===== src/rtl/irq_hier_pkg.sv =====
package irq_hier_pkg;
  localparam int NUM_GROUPS = 11;
  localparam int WORD_W     = 32;

  typedef enum logic [1:0] {
    REG_STATUS = 2'd0,
    REG_MASK   = 2'd1,
    REG_IDENT  = 2'd2,
    REG_ENABLE = 2'd3
  } reg_sel_e;

  // Source group of each master summary bit; -1 marks an unused bit.
  function automatic int slot_group(input int b);
    case (b)
      0, 1:    return 0;
      2, 3:    return 1;
      4:       return 2;
      6:       return 3;
      16:      return 4;
      17:      return 5;
      18:      return 6;
      20:      return 7;
      22:      return 8;
      23:      return 9;
      30:      return 10;
      default: return -1;
    endcase
  endfunction

  function automatic logic [WORD_W-1:0] slot_slice(input int b);
    case (b)
      0, 2, 4, 6: return 32'h0000_FFFF;
      1, 3:       return 32'hFFFF_0000;
      default:    return 32'hFFFF_FFFF;
    endcase
  endfunction
endpackage


===== src/rtl/irq_group.sv =====
module irq_group
  import irq_hier_pkg::*;
#(
  parameter int W = WORD_W
) (
  input  logic                 clk,
  input  logic                 rst,
  input  logic                 ev_hit,
  input  logic [$clog2(W)-1:0] ev_bit,
  input  logic                 wr_mask,
  input  logic                 wr_ident,
  input  logic                 wr_en,
  input  logic [W-1:0]         wdata,
  output logic [W-1:0]         mask_q,
  output logic [W-1:0]         ident_q,
  output logic [W-1:0]         en_q,
  output logic [W-1:0]         contrib
);
  logic [W-1:0] set_vec;
  logic [W-1:0] clr_vec;

  always_comb begin
    set_vec = '0;
    if (ev_hit && !mask_q[ev_bit]) set_vec[ev_bit] = 1'b1;
    clr_vec = wr_ident ? wdata : '0;
  end

  always_ff @(posedge clk) begin
    if (rst) begin
      mask_q  <= '1;
      ident_q <= '0;
      en_q    <= '0;
    end else begin
      if (wr_mask) mask_q <= wdata;
      if (wr_en)   en_q   <= wdata;
      ident_q <= (ident_q & ~clr_vec) | set_vec;
    end
  end

  assign contrib = ident_q & en_q;

  p_reset_vals_r9: assert property (@(posedge clk)
    rst |=> (mask_q == '1 && ident_q == '0 && en_q == '0));
  p_latch_unmasked_r2: assert property (@(posedge clk) disable iff (rst)
    (ev_hit && !mask_q[ev_bit]) |=> ident_q[$past(ev_bit)]);
  p_drop_masked_r2: assert property (@(posedge clk) disable iff (rst)
    (ev_hit && mask_q[ev_bit]) |=> ((ident_q & ~$past(ident_q)) == '0));
  p_w1c_r3: assert property (@(posedge clk) disable iff (rst)
    (wr_ident && !ev_hit) |=> ((ident_q & $past(wdata)) == '0));
endmodule


===== src/rtl/irq_fold.sv =====
module irq_fold
  import irq_hier_pkg::*;
#(
  parameter int NG = NUM_GROUPS,
  parameter int W  = WORD_W
) (
  input  logic [NG-1:0][W-1:0] contrib,
  output logic [W-2:0]         summary
);
  for (genvar b = 0; b < W - 1; b++) begin : g_slot
    if (slot_group(b) >= 0 && slot_group(b) < NG) begin : g_map
      assign summary[b] = |(contrib[slot_group(b)] & slot_slice(b));
    end else begin : g_none
      assign summary[b] = 1'b0;
    end
  end
endmodule


===== src/rtl/irq_hier_ctrl.sv =====
module irq_hier_ctrl
  import irq_hier_pkg::*;
#(
  parameter int ADDR_W      = 12,
  parameter int MASTER_ADDR = 'h100,
  parameter int NG          = NUM_GROUPS,
  parameter int W           = WORD_W
) (
  input  logic                 clk,
  input  logic                 rst,
  input  logic                 ev_valid,
  input  logic [3:0]           ev_group,
  input  logic [4:0]           ev_bit,
  input  logic [NG*W-1:0]      raw_status,
  input  logic                 bus_en,
  input  logic                 bus_we,
  input  logic [ADDR_W-1:0]    bus_addr,
  input  logic [W-1:0]         bus_wdata,
  output logic [W-1:0]         bus_rdata,
  output logic                 rd_valid,
  output logic                 irq_pulse
);
  localparam int IDX_W = ADDR_W - 4;

  logic [IDX_W-1:0]    grp_idx;
  reg_sel_e            reg_sel;
  logic                aligned, master_hit, grp_hit;
  logic                wr_master, wr_any_mask, wr_any_en, wr_any_ident;
  logic [NG-1:0]       sel_g;
  logic [NG-1:0][W-1:0] mask_v, ident_v, en_v, contrib_v;
  logic [W-2:0]        summary;
  logic                master_en_q;
  logic                eval_q;

  assign grp_idx    = bus_addr[ADDR_W-1:4];
  assign reg_sel    = reg_sel_e'(bus_addr[3:2]);
  assign aligned    = (bus_addr[1:0] == 2'b00);
  assign master_hit = aligned && (bus_addr == ADDR_W'(MASTER_ADDR));
  assign grp_hit    = aligned && !master_hit && (grp_idx < IDX_W'(NG));
  assign wr_master  = bus_en && bus_we && master_hit;

  for (genvar g = 0; g < NG; g++) begin : g_grp
    logic hit_ev;
    assign sel_g[g] = bus_en && bus_we && grp_hit && (grp_idx == IDX_W'(g));
    assign hit_ev   = ev_valid && (ev_group == 4'(g));
    irq_group #(.W(W)) u_grp (
      .clk     (clk),
      .rst     (rst),
      .ev_hit  (hit_ev),
      .ev_bit  (ev_bit),
      .wr_mask (sel_g[g] && reg_sel == REG_MASK),
      .wr_ident(sel_g[g] && reg_sel == REG_IDENT),
      .wr_en   (sel_g[g] && reg_sel == REG_ENABLE),
      .wdata   (bus_wdata),
      .mask_q  (mask_v[g]),
      .ident_q (ident_v[g]),
      .en_q    (en_v[g]),
      .contrib (contrib_v[g])
    );
  end

  assign wr_any_mask  = (|sel_g) && reg_sel == REG_MASK;
  assign wr_any_en    = (|sel_g) && reg_sel == REG_ENABLE;
  assign wr_any_ident = (|sel_g) && reg_sel == REG_IDENT;

  irq_fold #(.NG(NG), .W(W)) u_fold (
    .contrib(contrib_v),
    .summary(summary)
  );

  always_ff @(posedge clk) begin
    if (rst) begin
      master_en_q <= 1'b0;
      eval_q      <= 1'b0;
      irq_pulse   <= 1'b0;
      bus_rdata   <= '0;
      rd_valid    <= 1'b0;
    end else begin
      if (wr_master) master_en_q <= bus_wdata[W-1];
      eval_q    <= (ev_valid && ev_group < 4'(NG)) || wr_any_mask || wr_any_en || wr_master;
      irq_pulse <= eval_q && master_en_q && (|summary);
      rd_valid  <= bus_en && !bus_we;
      if (bus_en && !bus_we) begin
        bus_rdata <= '0;
        if (master_hit) begin
          bus_rdata <= {master_en_q, summary};
        end else if (grp_hit) begin
          case (reg_sel)
            REG_STATUS: bus_rdata <= raw_status[grp_idx*W +: W];
            REG_MASK:   bus_rdata <= mask_v[grp_idx];
            REG_IDENT:  bus_rdata <= ident_v[grp_idx];
            default:    bus_rdata <= en_v[grp_idx];
          endcase
        end
      end
    end
  end

  p_pulse_source_r7: assert property (@(posedge clk) disable iff (rst)
    irq_pulse |-> $past(|summary));
  p_idwr_no_pulse_r8: assert property (@(posedge clk) disable iff (rst)
    (wr_any_ident && !ev_valid && !eval_q) |=> ##1 !irq_pulse);
  p_master_ro_r6: assert property (@(posedge clk) disable iff (rst)
    (wr_master && !ev_valid && !(|sel_g)) |=> (summary == $past(summary)));
endmodule


===== config.mk =====
export PLATFORM = sky130hd
export DESIGN_NAME = irq_hier_ctrl
export DESIGN_NICKNAME = d
export VERILOG_FILES = /design/src/rtl/irq_hier_pkg.sv /design/src/rtl/irq_group.sv /design/src/rtl/irq_fold.sv /design/src/rtl/irq_hier_ctrl.sv
export SDC_FILE = /design/constraint.sdc
export NUM_CORES = 2
export LEC_CHECK = 0
export ABC_CLOCK_PERIOD_IN_PS = 5100
export BUFFER_PORTS_ARGS = -buffer_cell sky130_fd_sc_hd__buf_2
export CAP_MARGIN = 20
export CORE_ASPECT_RATIO = 1.2
export CORE_MARGIN = 2
export CORE_UTILIZATION = 50
export DETAILED_ROUTE_END_ITERATION = 16
export MAX_ROUTING_LAYER = met4
export PLACE_DENSITY_LB_ADDON = 0.12
export SLEW_MARGIN = 20
export SYNTH_ARGS = -nofsm -noshare
export SYNTH_HDL_FRONTEND = slang
export SYNTH_SLANG_ARGS = --single-unit

===== constraint.sdc =====
create_clock -name clk -period 5.1 [get_ports clk]
set_input_delay 0.765 -clock clk [delete_from_list [all_inputs] [get_ports clk]]
set_output_delay 0.765 -clock clk [all_outputs]
set_load 0.01 [all_outputs]

==> metrics.md <==
| Metric | Value |
|---|---|
| Critical Path AT | approximately 4.5 ns |
| Slew margin rel. | a little under a fifth |
| Worst-skew pair later-pin latency | 0.78 ns |
| DR iter-0 viols | 9,908 |
| Vias in the first global route | 51,700 |
| Peak Freq | approximately 0.26 GHz |
| Area contributors post-synth | dfxtp_1, mux4_2, nand2_1 |
| Port-buffer cells | between 400 and 500 |
| CP most frequent cell | buf_4 |
| Element type at the critical path end | flop |
| Area Growth Syn to Fin | 14.1% |
| First-pass GRT wire length | between 400 and 500 mm |
| Critical path's slowest cell | o41ai_1 |
| Post-DRT Antenna Nets | 0 |
| Reg-to-reg startpoint | g_grp[8].u_grp.ident_q[22] |
| Routed vias | 55,800 |
| Fin crit period | between 3 and 4 ns |
| CP Launch Type | input pin |
| Worst Path Required | roughly 5.7 ns |
| Setup TNS | 0 ns |
| Post-CTS setup buffers | 0 |
| Peak supply drop | 0.000308 V |
| Row Count | 133 |
| Layout cell share with drive strength beyond 1 | between 20% and 30% |
| Final GP Congestion | about 1.1 |
| Syn Inst Count | 6,206 |
| Met3 routed WL | 42.4 mm |
| Netlist cell types | 69 |
| Post-CTS sizing | 0 |
| TritonCTS clock tree | built |
| Die H | between 300 and 400 um |
| Syn Nets | roughly 6,600 |
| Leak | approximately 23 nW |
| Fin nets | 6,791 |
| FF+latch area | ~22,000 um2 |
| Cell Chain, Critical Path | buf_8 > buf_4 > mux2_2 > a221oi_1 > nor3_1 > buf_4 > o41ai_1 > a21oi_1 |
| Commonest non-fill, non-tap cells in the layout | nand2_1, dfxtp_1, a21oi_1 |
| Commonest non-fill, non-tap cell in the layout | nand2_1 |
| Hold crit path type | in -> reg |
| Fill count | roughly 10,000 |
| Largest net degree at the start of global routing | 224 |
| Core box area | about 110,000 um2 |
| Post-Synthesis Cell Area | ~55,000 um2 |
| Ports | 444 |
| Final period utilization | between 70% and 80% |
| Syn avg cell area | between 8 and 9 um2 |
| Yosys top cell area share | roughly 40% |
| P per Cell Area | just over 300 nW/um2 |
| Detail Placement HPWL | 211 mm |
| Fin area | roughly 63,000 um2 |
| Root Buffer | clkbuf_16 |
| Met2 Wirelength | around 120 mm |
| DP Area | between 50,000 and 60,000 um2 |
| RSZ-0062 raised after global routing | false |
| Worst-path maximum fanout | 63 |
| Final setup vio count | 0 |
| Synth area leader | dfxtp_1 |
| Setup CP Type | in -> reg |
| Die area | ~110,000 um2 |
| Post-synthesis sequential area ratio | around two fifths |
| Max layer used | met4 |
| Fin. Hold Viols | 0 |
| CTS Sinks | 1,092 |
| Slew Limit Fails | 0 |
| Ys flop type | dfxtp_1 |
| Cts bufs inserted | approximately 120 |
| Critical Path Start | bus_addr[4] |
| Die Span X | 307 um |
| CTS Hold Bufs | 0 |
| FFs w/ async S/R, synth | 0% |
| Final core occ | 57.4% |
| CTS H-tree depth | 3 |
| Count of flip-flops with a built-in enable after synthesis | 0 |
| Reg clk slew, reported paths | roughly 0.060 ns |
| M1 WL | between 100 and 150 mm |
| DRT Pass-1 Iters | 12 |
| Synth warn | 0 |
| Vias per inst | 7.05 |
| DRC Markers | 0 |
| Initial Utilization | 50.3% |
| GRT Total Usage | a little over half |
| Worst path max stage delay | roughly 0.92 ns |
| Initial antenna violation count | 39 |
| Worst R2R Setup Slack | 2.06 ns |
| Clk buf depth | 3 |
| Post-Route WL | between 200 and 300 mm |
| Max Cap Viol | 0 |
| Worst-margin pin slew | 1.23 ns |
| Yosys reg bits | 1,092 |
| Outcome | finished, final reports clean |
| Clk_skew | 0.0379 ns |
| Gr ovfl total | 0 |
| Drt wl/cell | 37.5 um |
| Hold path startpoint | bus_wdata[7] |
| Multi-input gate area | around 30,000 um2 |
==> final cells by class <==
| cell class | instances | area share, % |
|---|---|---|
| diodes | 32 | 0.128 |
| clock buffers | 173 | 5.52 |
| clock inverters | 37 | 0.747 |
| inverters | 60 | 0.377 |
| multi-input cells | 4444 | 49.0 |
| flip-flops and latches | 1092 | 34.8 |
| well taps | 1417 | 2.82 |
| repair buffers | 668 | 6.59 |
==> per-layer routing <==
metal | GRT usage (%) | up-vias
li1 | - | 23000
met1 | 62.1 | 27000
met2 | 72.9 | 4622
met3 | 18.2 | 1161
met4 | 43.2 | 0
met5 | - | -
==> Yosys cell counts, drive strengths merged, types with 39 or more instances <==
cell type	instances
a211o	39
a21oi	580
a221oi	73
a22oi	171
a31o	74
a32o	102
buf	148
clkbuf	462
dfxtp	1092
inv	57
mux2	83
mux2i	336
mux4	309
nand2	1405
nand3	227
nor2	224
nor3	197
o21ai	269
==> registers in the layout, indices dropped and copies added (netlist names) <==
signal / count
bus_rdata: 32
eval_q: 1
rd_valid: 1
g_grp.u_grp.ident_q: 352
irq_pulse: 1
g_grp.u_grp.mask_q: 352
master_en_q: 1
g_grp.u_grp.en_q: 352
==> through the flow <==
stage / setup WS (ns) / hold slack [ns] / cells / power (mW)
2_1_floorplan: 1.69 / 0.415 / 6206 / 9.60
3_3_place_gp: 0.838 / 0.438 / 7681 / 10.5
3_5_place_dp: 0.817 / 0.447 / 7681 / 10.5
4_1_cts: 1.60 / 0.275 / 7891 / 19.2
5_1_grt: 1.42 / 0.319 / 7917 / 19.6
6_report: 1.20 / 0.295 / 7923 / 19.3
==> critical path, delay by kind of cell <==
kind	cells	cell delay [ns]
AND/OR/NAND/NOR	1	0.09
multiplexers	1	0.40
AO/OA/AOI/OAI	3	1.93
buffers and inverters	3	1.24
==> power breakdown <==
part | internal, mW | total [mW] | leakage, nW | switching, mW
Clock | 5.04 | 8.89 | 1.93 | 3.84
Sequential | 8.53 | 8.54 | 8.81 | 0.00796
Combinational | 0.524 | 1.89 | 12.1 | 1.36
Total | 14.1 | 19.3 | 22.8 | 5.22
==> final timing paths <==
path                                                 to  depth (start not counted)
worst max-delay path                      bus_rdata[22]                          8
worst min-delay path             g_grp[1].u_grp.en_q[7]                          3
worst min register to register  g_grp[2].u_grp.en_q[16]                          2
worst max register to register            bus_rdata[22]                          6
==> cells by family (layout without fill, tap and decap cells) <==
family / after synthesis / after routing / share of synthesized area [%]
flip-flops: 1092 / 1092 / 39.7
other: 0 / 32 / 0
multiplexers: 728 / 728 / 20.5
AO/OA/AOI/OAI: 1534 / 1534 / 18.2
buffers and inverters: 670 / 938 / 4.81
AND/OR/NAND/NOR: 2182 / 2182 / 16.8
(Power assumes the default switching activity.)
